$ cat src/rtl/spi_reg_slave.sv
module spi_reg_slave #(
  parameter int NUM_REGS = 8,
  localparam int IDX_W = (NUM_REGS > 1) ? $clog2(NUM_REGS) : 1
) (
  input  logic             clk,
  input  logic             rst,
  input  logic             spi_sclk,
  input  logic             spi_cs_n,
  input  logic             spi_mosi,
  output logic             spi_miso,
  output logic             spi_miso_oe,
  input  logic             sample_stb,
  input  logic [IDX_W-1:0] sample_addr,
  input  logic [15:0]      sample_data
);
  localparam int FRAME_W = 16;
  localparam int REG_W   = 16;
  localparam int ADDR_W  = 7;
  localparam int BYTE_W  = 8;
  localparam int CNT_W   = $clog2(FRAME_W);

  logic [1:0] sclk_sh, cs_sh, din_sh;
  logic       sclk_d, cs_d;
  logic       sclk_s, cs_s, din_s;

  always_ff @(posedge clk) begin
    if (rst) begin
      sclk_sh <= '1;
      cs_sh   <= '1;
      din_sh  <= '0;
      sclk_d  <= 1'b1;
      cs_d    <= 1'b1;
    end else begin
      sclk_sh <= {sclk_sh[0], spi_sclk};
      cs_sh   <= {cs_sh[0], spi_cs_n};
      din_sh  <= {din_sh[0], spi_mosi};
      sclk_d  <= sclk_s;
      cs_d    <= cs_s;
    end
  end

  assign sclk_s = sclk_sh[1];
  assign cs_s   = cs_sh[1];
  assign din_s  = din_sh[1];

  logic sclk_rise, sclk_fall, cs_fall;
  assign sclk_rise = sclk_s & ~sclk_d & ~cs_s;
  assign sclk_fall = ~sclk_s & sclk_d & ~cs_s;
  assign cs_fall   = ~cs_s & cs_d;

  logic [CNT_W-1:0]   bit_cnt;
  logic [FRAME_W-1:0] rx_sh, rx_next;
  logic               frame_done;

  assign rx_next    = {rx_sh[FRAME_W-2:0], din_s};
  assign frame_done = sclk_rise && (bit_cnt == CNT_W'(FRAME_W - 1));

  always_ff @(posedge clk) begin
    if (rst) begin
      bit_cnt <= '0;
      rx_sh   <= '0;
    end else if (cs_s) begin
      bit_cnt <= '0;
    end else if (sclk_rise) begin
      bit_cnt <= bit_cnt + 1'b1;
      rx_sh   <= rx_next;
    end
  end

  logic              cmd_rd, in_range, spi_wr;
  logic [ADDR_W-1:0] cmd_addr;
  logic [IDX_W-1:0]  cmd_idx;
  logic [REG_W-1:0]  rd_val;
  logic [NUM_REGS-1:0][REG_W-1:0] regs;

  assign cmd_rd   = ~rx_next[FRAME_W-1];
  assign cmd_addr = rx_next[FRAME_W-2 -: ADDR_W];
  assign cmd_idx  = cmd_addr[IDX_W-1:0];
  assign in_range = int'(cmd_addr) < NUM_REGS;
  assign rd_val   = in_range ? regs[cmd_idx] : '0;
  assign spi_wr   = frame_done & ~cmd_rd & in_range;

  always_ff @(posedge clk) begin
    if (rst) begin
      regs <= '0;
    end else begin
      for (int i = 0; i < NUM_REGS; i++) begin
        if (sample_stb && sample_addr == IDX_W'(i)) regs[i] <= sample_data;
        if (spi_wr && cmd_idx == IDX_W'(i)) regs[i][BYTE_W-1:0] <= rx_next[BYTE_W-1:0];
      end
    end
  end

  logic [REG_W-1:0] resp, tx_sh;
  logic             resp_vld, drive;

  always_ff @(posedge clk) begin
    if (rst) begin
      resp     <= '0;
      resp_vld <= 1'b0;
      tx_sh    <= '0;
      drive    <= 1'b0;
    end else if (frame_done) begin
      resp     <= rd_val;
      resp_vld <= cmd_rd;
      tx_sh    <= rd_val;
      drive    <= cmd_rd;
    end else if (cs_fall) begin
      tx_sh <= resp;
      drive <= resp_vld;
    end else if (sclk_fall && bit_cnt != '0) begin
      tx_sh <= {tx_sh[REG_W-2:0], 1'b0};
    end
  end

  assign spi_miso    = tx_sh[REG_W-1];
  assign spi_miso_oe = drive & ~cs_s;

  AST_HIZ_IDLE: assert property (@(posedge clk) disable iff (rst)
    ($past(spi_cs_n, 2) && $past(spi_cs_n)) |-> !spi_miso_oe);

  AST_MISO_HOLD: assert property (@(posedge clk) disable iff (rst)
    (!sclk_fall && !frame_done && !cs_fall) |=> $stable(spi_miso));

  AST_REGS_QUIET: assert property (@(posedge clk) disable iff (rst)
    (!frame_done && !sample_stb) |=> $stable(regs));

  AST_CNT_IDLE: assert property (@(posedge clk) disable iff (rst)
    cs_s |=> (bit_cnt == '0));

  for (genvar g = 0; g < NUM_REGS; g++) begin : g_hi_chk
    AST_HIGH_BYTE_GUARD: assert property (@(posedge clk) disable iff (rst)
      !sample_stb |=> $stable(regs[g][REG_W-1:BYTE_W]));
  end
endmodule

$ cat config.mk
export PLATFORM = sky130hd
export DESIGN_NAME = spi_reg_slave
export DESIGN_NICKNAME = d
export VERILOG_FILES = /design/src/rtl/spi_reg_slave.sv
export SDC_FILE = /design/constraint.sdc
export NUM_CORES = 1
export LEC_CHECK = 0
export BUFFER_PORTS_ARGS = -buffer_cell sky130_fd_sc_hd__buf_4
export CORE_ASPECT_RATIO = 1.75
export CORE_MARGIN = 3
export CORE_UTILIZATION = 40
export DETAILED_ROUTE_END_ITERATION = 10
export GPL_TIMING_DRIVEN = 0
export PLACE_DENSITY = 0.54
export SKIP_LAST_GASP = 1
export SLEW_MARGIN = 20
export SYNTH_ARGS = -nofsm -noshare
export SYNTH_HDL_FRONTEND = slang
export SYNTH_SLANG_ARGS = --single-unit
$ cat constraint.sdc
create_clock -name clk -period 2 [get_ports clk]
set_input_delay 0.1 -clock clk [delete_from_list [all_inputs] [get_ports clk]]
set_output_delay 0.1 -clock clk [all_outputs]
set_load 0.02 [all_outputs]
# Word level (Yosys, flattened, before mapping)
# Index checks and enable logic that the tools add are counted.
[word_totals]
register_bits = 189
input_bits = 25
output_inout_bits = 2
word_cells = 114
[classes]
n_addsub = 1
n_lt_le_gt_ge = 2
n_eq_ne = 15
mux = 24
bitwise = 12
reduce_logical = 33
[ops]
columns = ["cell", "n"]
rows = [
  ["two-way mux 8 bit", 16],
  ["two-way mux 16 bit", 5],
  ["binary-select mux 16 bit (select 3 bit)", 1],
  ["== test 3 bit, second input constant", 8],
  ["logical AND 1 bit", 18],
  ["nonzero test 2 bit", 9],
  ["== test 3 x 2 -> 1 bit, second input constant", 4],
  ["bitwise AND 1 bit", 8],
  ["less-than comparator 7 x 4 -> 1 bit, second input constant", 1],
  ["== test 3 x 1 -> 1 bit, second input constant", 2],
  ["logical NOT 3 bit", 2],
  ["adder 4 x 1 -> 4 bit, second input constant", 1],
  ["== test 4 bit, second input constant", 1],
  ["less-than comparator 3 x 4 -> 1 bit, second input constant", 1],
  ["NOT 1 bit", 4],
  ["nonzero test 4 bit", 1],
  ["nonzero test 3 bit", 1],
  ["two-way mux 1 bit", 2],
  ["AND reduction 2 bit", 1],
  ["OR reduction 2 bit", 1],
]

# Depth between registers and ports, before layout
# Gate-level depths: netlist (run 1).
[logic_depth]
word_depth = 8
ltp_mapped = 8
ltp_nobuf = 6

# Least setup slack after synthesis (run 1)
# No wires, ideal clock.
[synth_path]
kind = "register -> register"
startpoint = "register bit_cnt[0]"
endpoint = "register tx_sh[4]"
setup_time_ns = 0.134
arrival_time_ns = 1.637
required_ns = 1.866
setup_slack_ns = 0.229
path_stages_with_launch = 8
n_path_buf = 1
period_less_slack_ns = 1.771
path_cell_list = "dfxtp_1 > inv_1 > ha_1 > or3b_2 > a31o_2 > clkbuf_1 > nor3_1 > a211oi_2"
[synth_between]
elab_chain_len = 3
elab_cells_between_ends = 6
classes_between = "eq/ne: 1; mux: 1; reduce/logical: 4"
[synth_rtl]
columns = ["element", "line_no", "text"]
rows = [
  ["from (decl)", "51", "logic [CNT_W-1:0] bit_cnt;"],
  ["from (signal assigned)", "65", "bit_cnt <= bit_cnt + 1'b1;"],
  ["== test 4 bit or nonzero test 4 bit (tied branches)", "56, 111", ""],
  ["logical AND 1 bit (on tied branches)", "56, 111", ""],
  ["nonzero test 3 bit (no source line) or two-way mux 16 bit (tied branches)", "n/a", ""],
  ["to (signal assigned)", "106", "tx_sh <= rd_val;"],
  ["to (signal assigned)", "109", "tx_sh <= resp;"],
  ["to (signal assigned)", "112", "tx_sh <= {tx_sh[REG_W-2:0], 1'b0};"],
  ["to (decl)", "94", "logic [REG_W-1:0] resp, tx_sh;"],
]
# Parallel ways exist; a longest one is shown, timed or not.
# A chain may end at the register's enable or synchronous reset.

# Final worst setup path (run 1)
[layout_path]
startpoint = "register rx_sh[8]"
endpoint = "register tx_sh[0]"
[layout_between]
elab_chain_len = 4
elab_cells_between_ends = 5
classes_between = "order compare: 1; mux: 4"
[layout_rtl]
columns = ["element", "line_no", "text"]
rows = [
  ["from (decl)", "52", "logic [FRAME_W-1:0] rx_sh, rx_next;"],
  ["from (signal assigned)", "66", "rx_sh <= rx_next;"],
  ["parallel branches: the longest is 2 deep, another holds less-than comparator 7 x 4 -> 1 bit", "n/a", ""],
  ["two-way mux 16 bit (*)", "80", "assign rd_val = in_range ? regs[cmd_idx] : '0;"],
  ["two-way mux 16 bit (*)", "103", "end else if (frame_done) begin"],
]
# Mark *: on every way between the ends. The select of a mux whose other input is x is not followed.

==> flow_summary.json, run 1 <==
{
  "cp_max_fo": 10,
  "grt_usage_pct": 24.2,
  "ff2ff_path_depth": 7,
  "worst_hold_path_type": "input pin to flop",
  "cts_buffer_depth": 2,
  "ys_ff_latch": 189,
  "design_area_mm2": 0.0101,
  "die_y_um": 203,
  "setup_tns_ps": 0,
  "ant_nets": 0,
  "avgSynthCellArea_um2": 8.92,
  "final_nets": 1067,
  "yosysTopAreaCell": "dfxtp_1",
  "start_kind": "flop",
  "grt_max_degree": 17,
  "setup-violations-final": 0,
  "synth_flop_cell": "dfxtp_1",
  "routabilityCongestion": 0.807,
  "final_cells": 1342,
  "grt_setup_unrepaired": "true",
  "clockRootBuffer": "clkbuf_16",
  "skew_ps": 9.93,
  "synthesis.area_mm2": 0.00885,
  "dieWidth_um": 118,
  "slew_headroom_pct": 40.2,
  "end_kind": "flop",
  "crit_type": "flop to flop",
  "tightest_slew_ps": 897,
  "grt_use_met3_pct": 3.62,
  "die-area_mm2": 0.0240,
  "peakVddDrop_v": 0.000481,
  "worst_ep_arrival_time_ps": 2320,
  "grt_use_met2_pct": 44.3,
  "clock_latency_ps": 450,
  "async_reset_ff_share_pct": 0,
  "post_dp_cell_area_mm2": 0.00928,
  "drtPass1Iterations": 5,
  "synth.distinct_cells": 49,
  "fin_crit_ps": 1970,
  "rows": 71,
  "leakage_uw": 0.00358,
  "required_ps": 2350,
  "ys_top_cells_by_area": "dfxtp_1, mux2i_1, nand2_1",
  "cap_violations": 0,
  "totalWireLength_um": 28800,
  "ios": 27,
  "antenna_found_initial": 0,
  "status": "completed",
  "routedWlPerCell_um": 21.4,
  "timing.final.crit_share_pct": 98.5,
  "dp_hpwl_um": 20300,
  "grt_pass1_vias": 7296,
  "via_per_inst": 5.53,
  "diodes": 0,
  "drc": 0,
  "met1_usage_pct": 26.3,
  "via_count": 7425,
  "path_cells": "buf_6, buf_8, buf_8, mux2i_1, a22oi_1, nand3_1, a311oi_1",
  "finalPower_uw": 7590,
  "numPortBuffers": 8,
  "maxSlewViolCount": 0,
  "yosysTopAreaCellShare_pct": 42.8,
  "final-hold-violation-count": 0,
  "top_usage_layer": "met2",
  "cts-buffers-inserted": 17,
  "ys_seq_area_share_pct": 42.8,
  "critPathSlowestCell": "dfxtp_2",
  "grt_pass1_wl_um": 43900,
  "h-tree-depth": 4,
  "clk_pin_slew_ps": 70,
  "hold_path_depth": 3,
  "synthCells": 992,
  "cts_tree": "yes",
  "core-area_mm2": 0.0216,
  "drive_gt1_share_pct": 14.5,
  "cts.sinks": 189,
  "clock.fmax_ghz": 0.507,
  "drtIter0Drc": 425,
  "place_inst": 1292,
  "synthTopCellsByCount": "dfxtp_1, nand2_1, a21oi_1, mux2i_1, a211oi_1",
  "finalCoreUtilization_pct": 46.7,
  "grt_overflow": 0,
  "max_stage_delay_ps": 440,
  "syn_to_final_growth_pct": 13.9,
  "synth.most_common_cell": "dfxtp_1",
  "initial_core_util_pct": 41.0,
  "powerDensity_mw_per_mm2": 754,
  "postSynthNetCount": 1019,
  "synth_edf_count": 0,
  "ys_warn_count": 0,
  "crit_path_frequent_cell": "buf_8"
}
## layout by cell type (no fill, tap or decap), drive strengths merged, types with 5 or more instances in the layout
master       count
or2b             5
buf             83
nand2          182
nor3            15
a21oi           97
dlygate4sd3     11
mux2i           97
a22oi           16
nand2b          26
or2              6
nor2b            7
nor2            72
clkinv           5
nand3           21
o311ai          14
nand4           10
clkbuf          59
a211oi          77
mux4            16
dfxtp          189
## worst paths after layout
check                start       end  slack (ps)
setup / recovery  rx_sh[8]  tx_sh[0]          30
hold / removal         rst      cs_d         130
setup reg to reg  rx_sh[8]  tx_sh[0]          30
hold reg to reg   cs_sh[0]  cs_sh[1]         410
## logic make-up after synthesis
kind of cell	count (synthesis)	synth area share, %
multiplexers	113	15.0
AO/OA/AOI/OAI	211	15.5
AND/OR/NAND/NOR	368	19.4
buffers and inverters	106	6.65
flip-flops	189	42.8
XOR/XNOR	3	0.297
adder cells (fa/ha/maj)	2	0.283
## report_power, final
group | internal, uW | total (uW) | switching [uW]
clock | 1790 | 3250 | 1460
combinational | 171 | 460 | 289
sequential | 3840 | 3880 | 38.8
total | 5800 | 7590 | 1790
## registers in the layout, summed over array words and instances (netlist names)
name	cells
bit_cnt	4
cs_d	1
cs_sh	2
din_sh	2
drive	1
regs	128
resp	16
resp_vld	1
rx_sh	15
sclk_d	1
sclk_sh	2
tx_sh	16
## cell type report
class / count / area (um^2)
fill: 2152 / 11500
multi-input combinational: 697 / 4510
sequential: 189 / 3790
buffer: 101 / 598
clock buffer: 22 / 474
tap: 292 / 365
timing repair buffer: 30 / 253
clock inverter: 7 / 66.3
inverter: 4 / 15.0
## worst max-delay path: cells and delay by family (launching register included)
kind | cells | cell delay [ps]
buffers and inverters | 3 | 590
AO/OA/AOI/OAI | 2 | 530
flip-flops | 1 | 440
AND/OR/NAND/NOR | 1 | 220
multiplexers | 1 | 100
## metrics by stage
step                hold slack (ps)  setup WS, ps
finish                          129          29.3
global route                    151         -9.34
CTS                             116          15.3
detailed placement              287          -276
global placement                284          -246
floorplan                       204           229
## layer usage
| metal | share of wire [%] | wire length [um] | up-vias |
|---|---|---|---|
| met5 | 0 | 0 | - |
| met4 | 5.9 | 1690 | 0 |
| met3 | 3.6 | 1030 | 70 |
| met2 | 53 | 15200 | 212 |
| met1 | 38 | 10900 | 3556 |
| li1 | - | - | 3587 |
## what timing repair did
action                                 4_1_cts  5_1_grt
hold buffers                                11        0
resized for setup                            9       21
endpoints found under the hold margin       63        0
setup endpoints to repair                   91       57
buffers inserted                            11        0
pin swaps                                    9        1
Power figures use the tool's default switching activity.
==> run 2, diff against run 1 <==
CELL_PAD_IN_SITES_DETAIL_PLACEMENT = 0   (was default)
CELL_PAD_IN_SITES_GLOBAL_PLACEMENT = 1   (was default)
PLACE_DENSITY = 0.67   (was 0.54)
==> run 2 against run 1 <==
Global-route usage increased by 0.90 points. Critical path type unchanged. Sequential share of layout area barely moved. Clock power is 5% higher. Largest cell class unchanged. Highest routed layer unchanged. Largest power group unchanged.
==> flow_summary.json, run 2 (synthesis results as in run 1) <==
{
  "status": "completed",
  "clockRootBuffer": "clkbuf_16",
  "syn_to_final_growth_pct": 13.8,
  "clk_pin_slew_ps": 70,
  "grt_use_met3_pct": 3.73,
  "worst_hold_path_type": "input pin to flop",
  "drtPass1Iterations": 5,
  "final-hold-violation-count": 0,
  "grt_pass1_wl_um": 45300,
  "antenna_found_initial": 0,
  "grt_usage_pct": 25.1,
  "post_dp_cell_area_mm2": 0.00928,
  "net-switching-power_uw": 1840,
  "netSwitchingFraction_pct": 23.8,
  "clockPowerShare_pct": 43.9,
  "final_nets": 1063,
  "seqPwrFrac_pct": 50.1,
  "grt_pass1_vias": 7438,
  "place_inst": 1292,
  "tightest_slew_ps": 1010,
  "grt_use_met2_pct": 45.7,
  "fin_crit_ps": 1920,
  "ios": 27,
  "crit_type": "flop to flop",
  "top_usage_layer": "met2",
  "met1_usage_pct": 28.2,
  "reg_top3": "regs: 128 flops, resp: 16 flops, tx_sh: 16 flops",
  "cp_max_fo": 10,
  "p_int_uw": 5910,
  "largest_reg_flops": 128,
  "h-tree-depth": 4,
  "top_register": "regs",
  "final_cells": 1341,
  "drc": 0,
  "diodes": 0,
  "routedWlPerCell_um": 22.1,
  "drive_gt1_share_pct": 14.3,
  "die_y_um": 203,
  "via_per_inst": 5.47,
  "cts-buffers-inserted": 17,
  "end_kind": "flop",
  "initial_core_util_pct": 41.0,
  "numPortBuffers": 8,
  "comb_power_share_pct": 6.0,
  "clock.fmax_ghz": 0.521,
  "crit_family": "multiplexers",
  "slew_headroom_pct": 32.3,
  "max_stage_delay_ps": 510,
  "nFillCells": 2172,
  "layout_commonest_cell": "dfxtp_1",
  "worst-path-buf-inv": 1,
  "maxSlewViolCount": 0,
  "ant_nets": 0,
  "timing.final.crit_share_pct": 96.0,
  "leakage_uw": 0.00357,
  "drtIter0Drc": 411,
  "totalWireLength_um": 29600,
  "die-area_mm2": 0.0240,
  "routabilityCongestion": 0.857,
  "skew_ps": 8.15,
  "cts.sinks": 189,
  "setup-violations-final": 0,
  "rows": 71,
  "peakVddDrop_v": 0.000514,
  "powerDensity_mw_per_mm2": 770,
  "grt_max_degree": 17,
  "core-area_mm2": 0.0216,
  "dieWidth_um": 118,
  "cts_buffer_depth": 2,
  "critPathSlowestCell": "mux4_2",
  "dp_hpwl_um": 21200,
  "required_ps": 2300,
  "start_kind": "flop",
  "path_cells": "buf_6, mux4_2, nand2b_1, nand3_1, a211oi_1",
  "worst_ep_arrival_time_ps": 2220,
  "grt_overflow": 0,
  "cap_violations": 0,
  "layout_common_cells": "dfxtp_1, nand2_1, mux2i_1, a21oi_1, a211oi_1",
  "cts_tree": "yes",
  "clock_latency_ps": 440,
  "via_count": 7334,
  "design_area_mm2": 0.0101
}
==> run 2: cell count changes in the layout (fill, tap and decap cells not counted), moves of 2 or more <==
cell           before  now
clkinvlp_4          1    5
nand3_2             4    0
dlygate4sd3_1      11    8
nand3_1            17   20
clkbuf_4            4    2
o311ai_0           12   10
o311ai_1            2    4
==> run 2: path summary, 6_finish.rpt <==
path	startpoint	to	slack, ps	cells past startpoint
setup / recovery	rx_sh[8]	tx_sh[9]	80	5
hold / removal	sample_data[9]	regs[89]	20	3
setup reg to reg	rx_sh[8]	tx_sh[9]	80	5
hold reg to reg	sclk_sh[0]	sclk_sh[1]	420	1
==> run 2: power by group through the flow <==
| stage | sequential (uW) | combinational (uW) | clock [uW] |
|---|---|---|---|
| floorplan | 3950 | 303 | 0 |
| global placement | 3960 | 450 | 0 |
| detailed placement | 3970 | 454 | 0 |
| CTS | 3880 | 467 | 3480 |
| global route | 3890 | 507 | 3620 |
| finish | 3880 | 465 | 3400 |
==> run 2: repair_timing <==
action                                  CTS  global route
gates cloned                              0             0
endpoints found under the setup margin   85            64
buffers inserted                          8             2
gates resized for setup                  11            21
hold buffers                              8             0
pin swaps                                 8             2
endpoints found under the hold margin    41             0
==> run 2: routing by layer <==
layer,part of all wire [%],routed length (um)
met2,53,15800
met4,4.5,1330
met1,39,11700
met3,2.8,817
met5,0,0
==> run 2: layout make-up <==
class	instances	area (um^2)	share of cell area, %
Inverter	4	15.0	0.149
Clock buffer	21	460	4.57
Buffer	101	604	6.00
Tap cell	292	365	3.63
Sequential cell	189	3790	37.6
Timing Repair Buffer	26	215	2.14
Multi-Input combinational cell	697	4500	44.7
Clock inverter	11	118	1.17
==> run 2: worst min-delay path, delay by kind of cell <==
| family | cells | cell delay [ps] |
|---|---|---|
| AOI/OAI and AO/OA | 1 | 50 |
| buffers and inverters | 1 | 180 |
| and+or+nand+nor | 1 | 80 |
==> run 2: through the flow <==
stage                     setup WS (ps)  TNS [ps]  hold slack (ps)  total power [uW]  util, %
final                              79.5         0             15.4              7750     46.6
after global routing           -0.00355  -0.00355             11.2              8010     46.6
after CTS                          1.51         0             1.82              7830     46.4
after detailed placement           -181     -6420              291              4420     43.0
after global placement             -154     -5320              291              4410     42.9
after floorplan                     229         0              204              4260        -
==> run 3, diff against run 2 <==
ABC_AREA = 1   (was default)
PLACE_DENSITY = 0.71   (was 0.67)
==> run 3 against run 2 <==
Cell area increased by 8.0%. First-iteration DRC count increased by 43%. Count of clock-buffer cells in the layout increased by 1. Sequential share of layout area decreased by 2.8 points. Flip-flop and latch count unchanged. Synthesized area increased by 7.8%. Sequential power about the same. Routed wire length increased by 17%. Global-route usage increased by 2.3 points. Clock skew decreased by 1.9 ps. Clock power increased by 15%. Highest routed layer unchanged.
==> flow_summary.json, run 3 <==
{
  "status": "completed",
  "drtPass1Iterations": 6,
  "via_count": 9556,
  "syn_to_final_growth_pct": 13.9,
  "drive_gt1_share_pct": 9.84,
  "synthMuxAreaShare_pct": 0,
  "final_nets": 1508,
  "wl_met3_um": 1650,
  "h-tree-depth": 4,
  "initial_core_util_pct": 40.7,
  "die-area_mm2": 0.0258,
  "synth_edf_count": 0,
  "rows": 74,
  "reg2reg_from": "rx_sh[14]",
  "timing.final.crit_share_pct": 97.7,
  "met1Wirelength_um": 13600,
  "ant_nets": 0,
  "layout_commonest_cell": "nand2_1",
  "clockRootBuffer": "clkbuf_16",
  "wl_met2_um": 17900,
  "required_ps": 2320,
  "worst_ep_arrival_time_ps": 2280,
  "via_per_inst": 5.31,
  "drc": 0,
  "numPortBuffers": 16,
  "peakVddDrop_v": 0.000656,
  "routabilityCongestion": 0.888,
  "maxSlewViolCount": 0,
  "worst_hold_path_type": "input pin to flop",
  "antenna_found_initial": 0,
  "tightest_slew_ps": 791,
  "synthesis.area_mm2": 0.00954,
  "cap_violations": 0,
  "ff2ff_path_depth": 6,
  "die_y_um": 210,
  "setup-violations-final": 0,
  "synth_compound_area_share_pct": 11.6,
  "final-hold-violation-count": 0,
  "synthCells": 1435,
  "crit_type": "flop to flop",
  "synth_flop_cell": "dfxtp_1",
  "async_reset_ff_share_pct": 0,
  "ios": 27,
  "skew_ps": 6.22,
  "routedWlPerCell_um": 19.4,
  "top_register": "regs",
  "yosysTopAreaCell": "dfxtp_1",
  "design_area_mm2": 0.0109,
  "grt_max_degree": 17,
  "synth_simple_gate_area_share_pct": 40.1,
  "post_dp_cell_area_mm2": 0.0100,
  "dr.max_layer_used": "met4",
  "drtIter0Drc": 587,
  "slew_headroom_pct": 47.3,
  "grt_overflow": 0,
  "ys_top_cells_by_area": "dfxtp_1, nand2_1, a21oi_1",
  "totalWireLength_um": 34800,
  "synth_top_family_by_area": "simple AND/OR/NAND/NOR gates",
  "clock.fmax_ghz": 0.512,
  "grt_pass1_wl_um": 52400,
  "yosysTopAreaCellShare_pct": 39.7,
  "end_kind": "flop",
  "ys_warn_count": 0,
  "largest_reg_flops": 128,
  "grt_usage_pct": 27.3,
  "final_cells": 1798,
  "dp_hpwl_um": 25900,
  "cp-endpoint": "regs[118]",
  "avgSynthCellArea_um2": 6.65,
  "r2r_slack_ps": 50,
  "nFillCells": 2497,
  "start_kind": "flop",
  "leakage_uw": 0.00442,
  "core-area_mm2": 0.0234,
  "ys_seq_area_share_pct": 39.7,
  "synthTopCellsByCount": "nand2_1, dfxtp_1, nor2_1",
  "grt_pass1_vias": 9059,
  "grt_setup_unrepaired": "false",
  "reg_top3": "regs: 128 flops, resp: 16 flops, tx_sh: 16 flops",
  "worst_hold_slack_ps": 92.2,
  "cts.sinks": 189,
  "cts_tree": "yes",
  "ys_ff_latch": 189,
  "cts_buffer_depth": 2,
  "clk_pin_slew_ps": 70,
  "clock_latency_ps": 460,
  "dieWidth_um": 123,
  "diodes": 0,
  "layout_common_cells": "nand2_1, dfxtp_1, nor2_1",
  "worst_r2r_endpoint": "regs[118]",
  "cp_max_fo": 10,
  "place_inst": 1755,
  "powerDensity_mw_per_mm2": 772,
  "fin_crit_ps": 1950,
  "synth.distinct_cells": 25,
  "synthAdderAreaFrac_pct": 0.262,
  "postSynthNetCount": 1462,
  "synth_xor_area_share_pct": 0,
  "synth.most_common_cell": "nand2_1",
  "cp-startpoint": "rx_sh[14]",
  "finalCoreUtilization_pct": 46.4,
  "cts-buffers-inserted": 17
}
## run 3: cell types whose count changed after synthesis, moves of 75 or more
| cell | before | now |
|---|---|---|
| nand2_1 | 181 | 436 |
| nand3_1 | 21 | 122 |
| mux2i_1 | 97 | 0 |
| o21ai_0 | 0 | 88 |
| nor2_1 | 72 | 153 |
| a211oi_1 | 75 | 0 |
## run 3: how the worst min path moves through the flow
stage / from / endpoint / slack [ps] / depth (start not counted)
finish: sample_data[10] / regs[26] / 90 / 3
global route: sample_data[10] / regs[74] / 140 / 3
CTS: sample_data[10] / regs[26] / 80 / 3
detailed placement: spi_cs_n / cs_sh[0] / 290 / 2
global placement: spi_cs_n / cs_sh[0] / 290 / 2
floorplan: spi_cs_n / cs_sh[0] / 200 / 1
## run 3: metrics by stage
step / worst slack, ps / setup TNS, ps / power, uW
floorplan: 490 / 0 / 4340
global placement: -103 / -241 / 4550
detailed placement: -109 / -350 / 4560
CTS: 3.61 / 0 / 8450
global route: 0.836 / 0 / 8650
finish: 45.5 / 0 / 8390
## run 3: metal layers
layer	track usage, %	up-vias
li1	-	4779
met1	31.7	4393
met2	48.3	300
met3	3.97	84
met4	13.5	0
met5	0	-
## run 3: worst max-delay path: stages (launching register included)
cell and delay (ps):
dfxtp_1 440, buf_4 310, buf_2 320, buf_1 410
nand4_1 180, nand2_1 100, a21oi_1 60
## run 3: repair_timing
action,4_1_cts,5_1_grt
hold buffers,10,0
buffers inserted,0,1
gates cloned,0,0
setup endpoints to repair,19,85
pin swaps,0,1
endpoints found under the hold margin,28,0
resized for setup,3,28
## run 3: area by class of cell
cell class	instances	area (um^2)	share of cell area [%]
multi-input cells	1062	4960	45.6
flip-flops and latches	189	3780	34.8
plain buffers	97	513	4.72
clock buffers	22	494	4.55
well taps	304	380	3.50
inverters	87	327	3.00
repair buffers	27	240	2.21
clock inverters	10	171	1.58
## run 3: power by group
group | switching [uW] | internal (uW)
Combinational | 400 | 184
Sequential | 45.1 | 3860
Clock | 1620 | 2280
Total | 2060 | 6330
## run 3: logic make-up after synthesis
logic type	count (synthesis)
AND/OR/NAND/NOR	840
AO/OA/AOI/OAI	220
flip-flops	189
buffers and inverters	184
adder cells (fa/ha/maj)	2
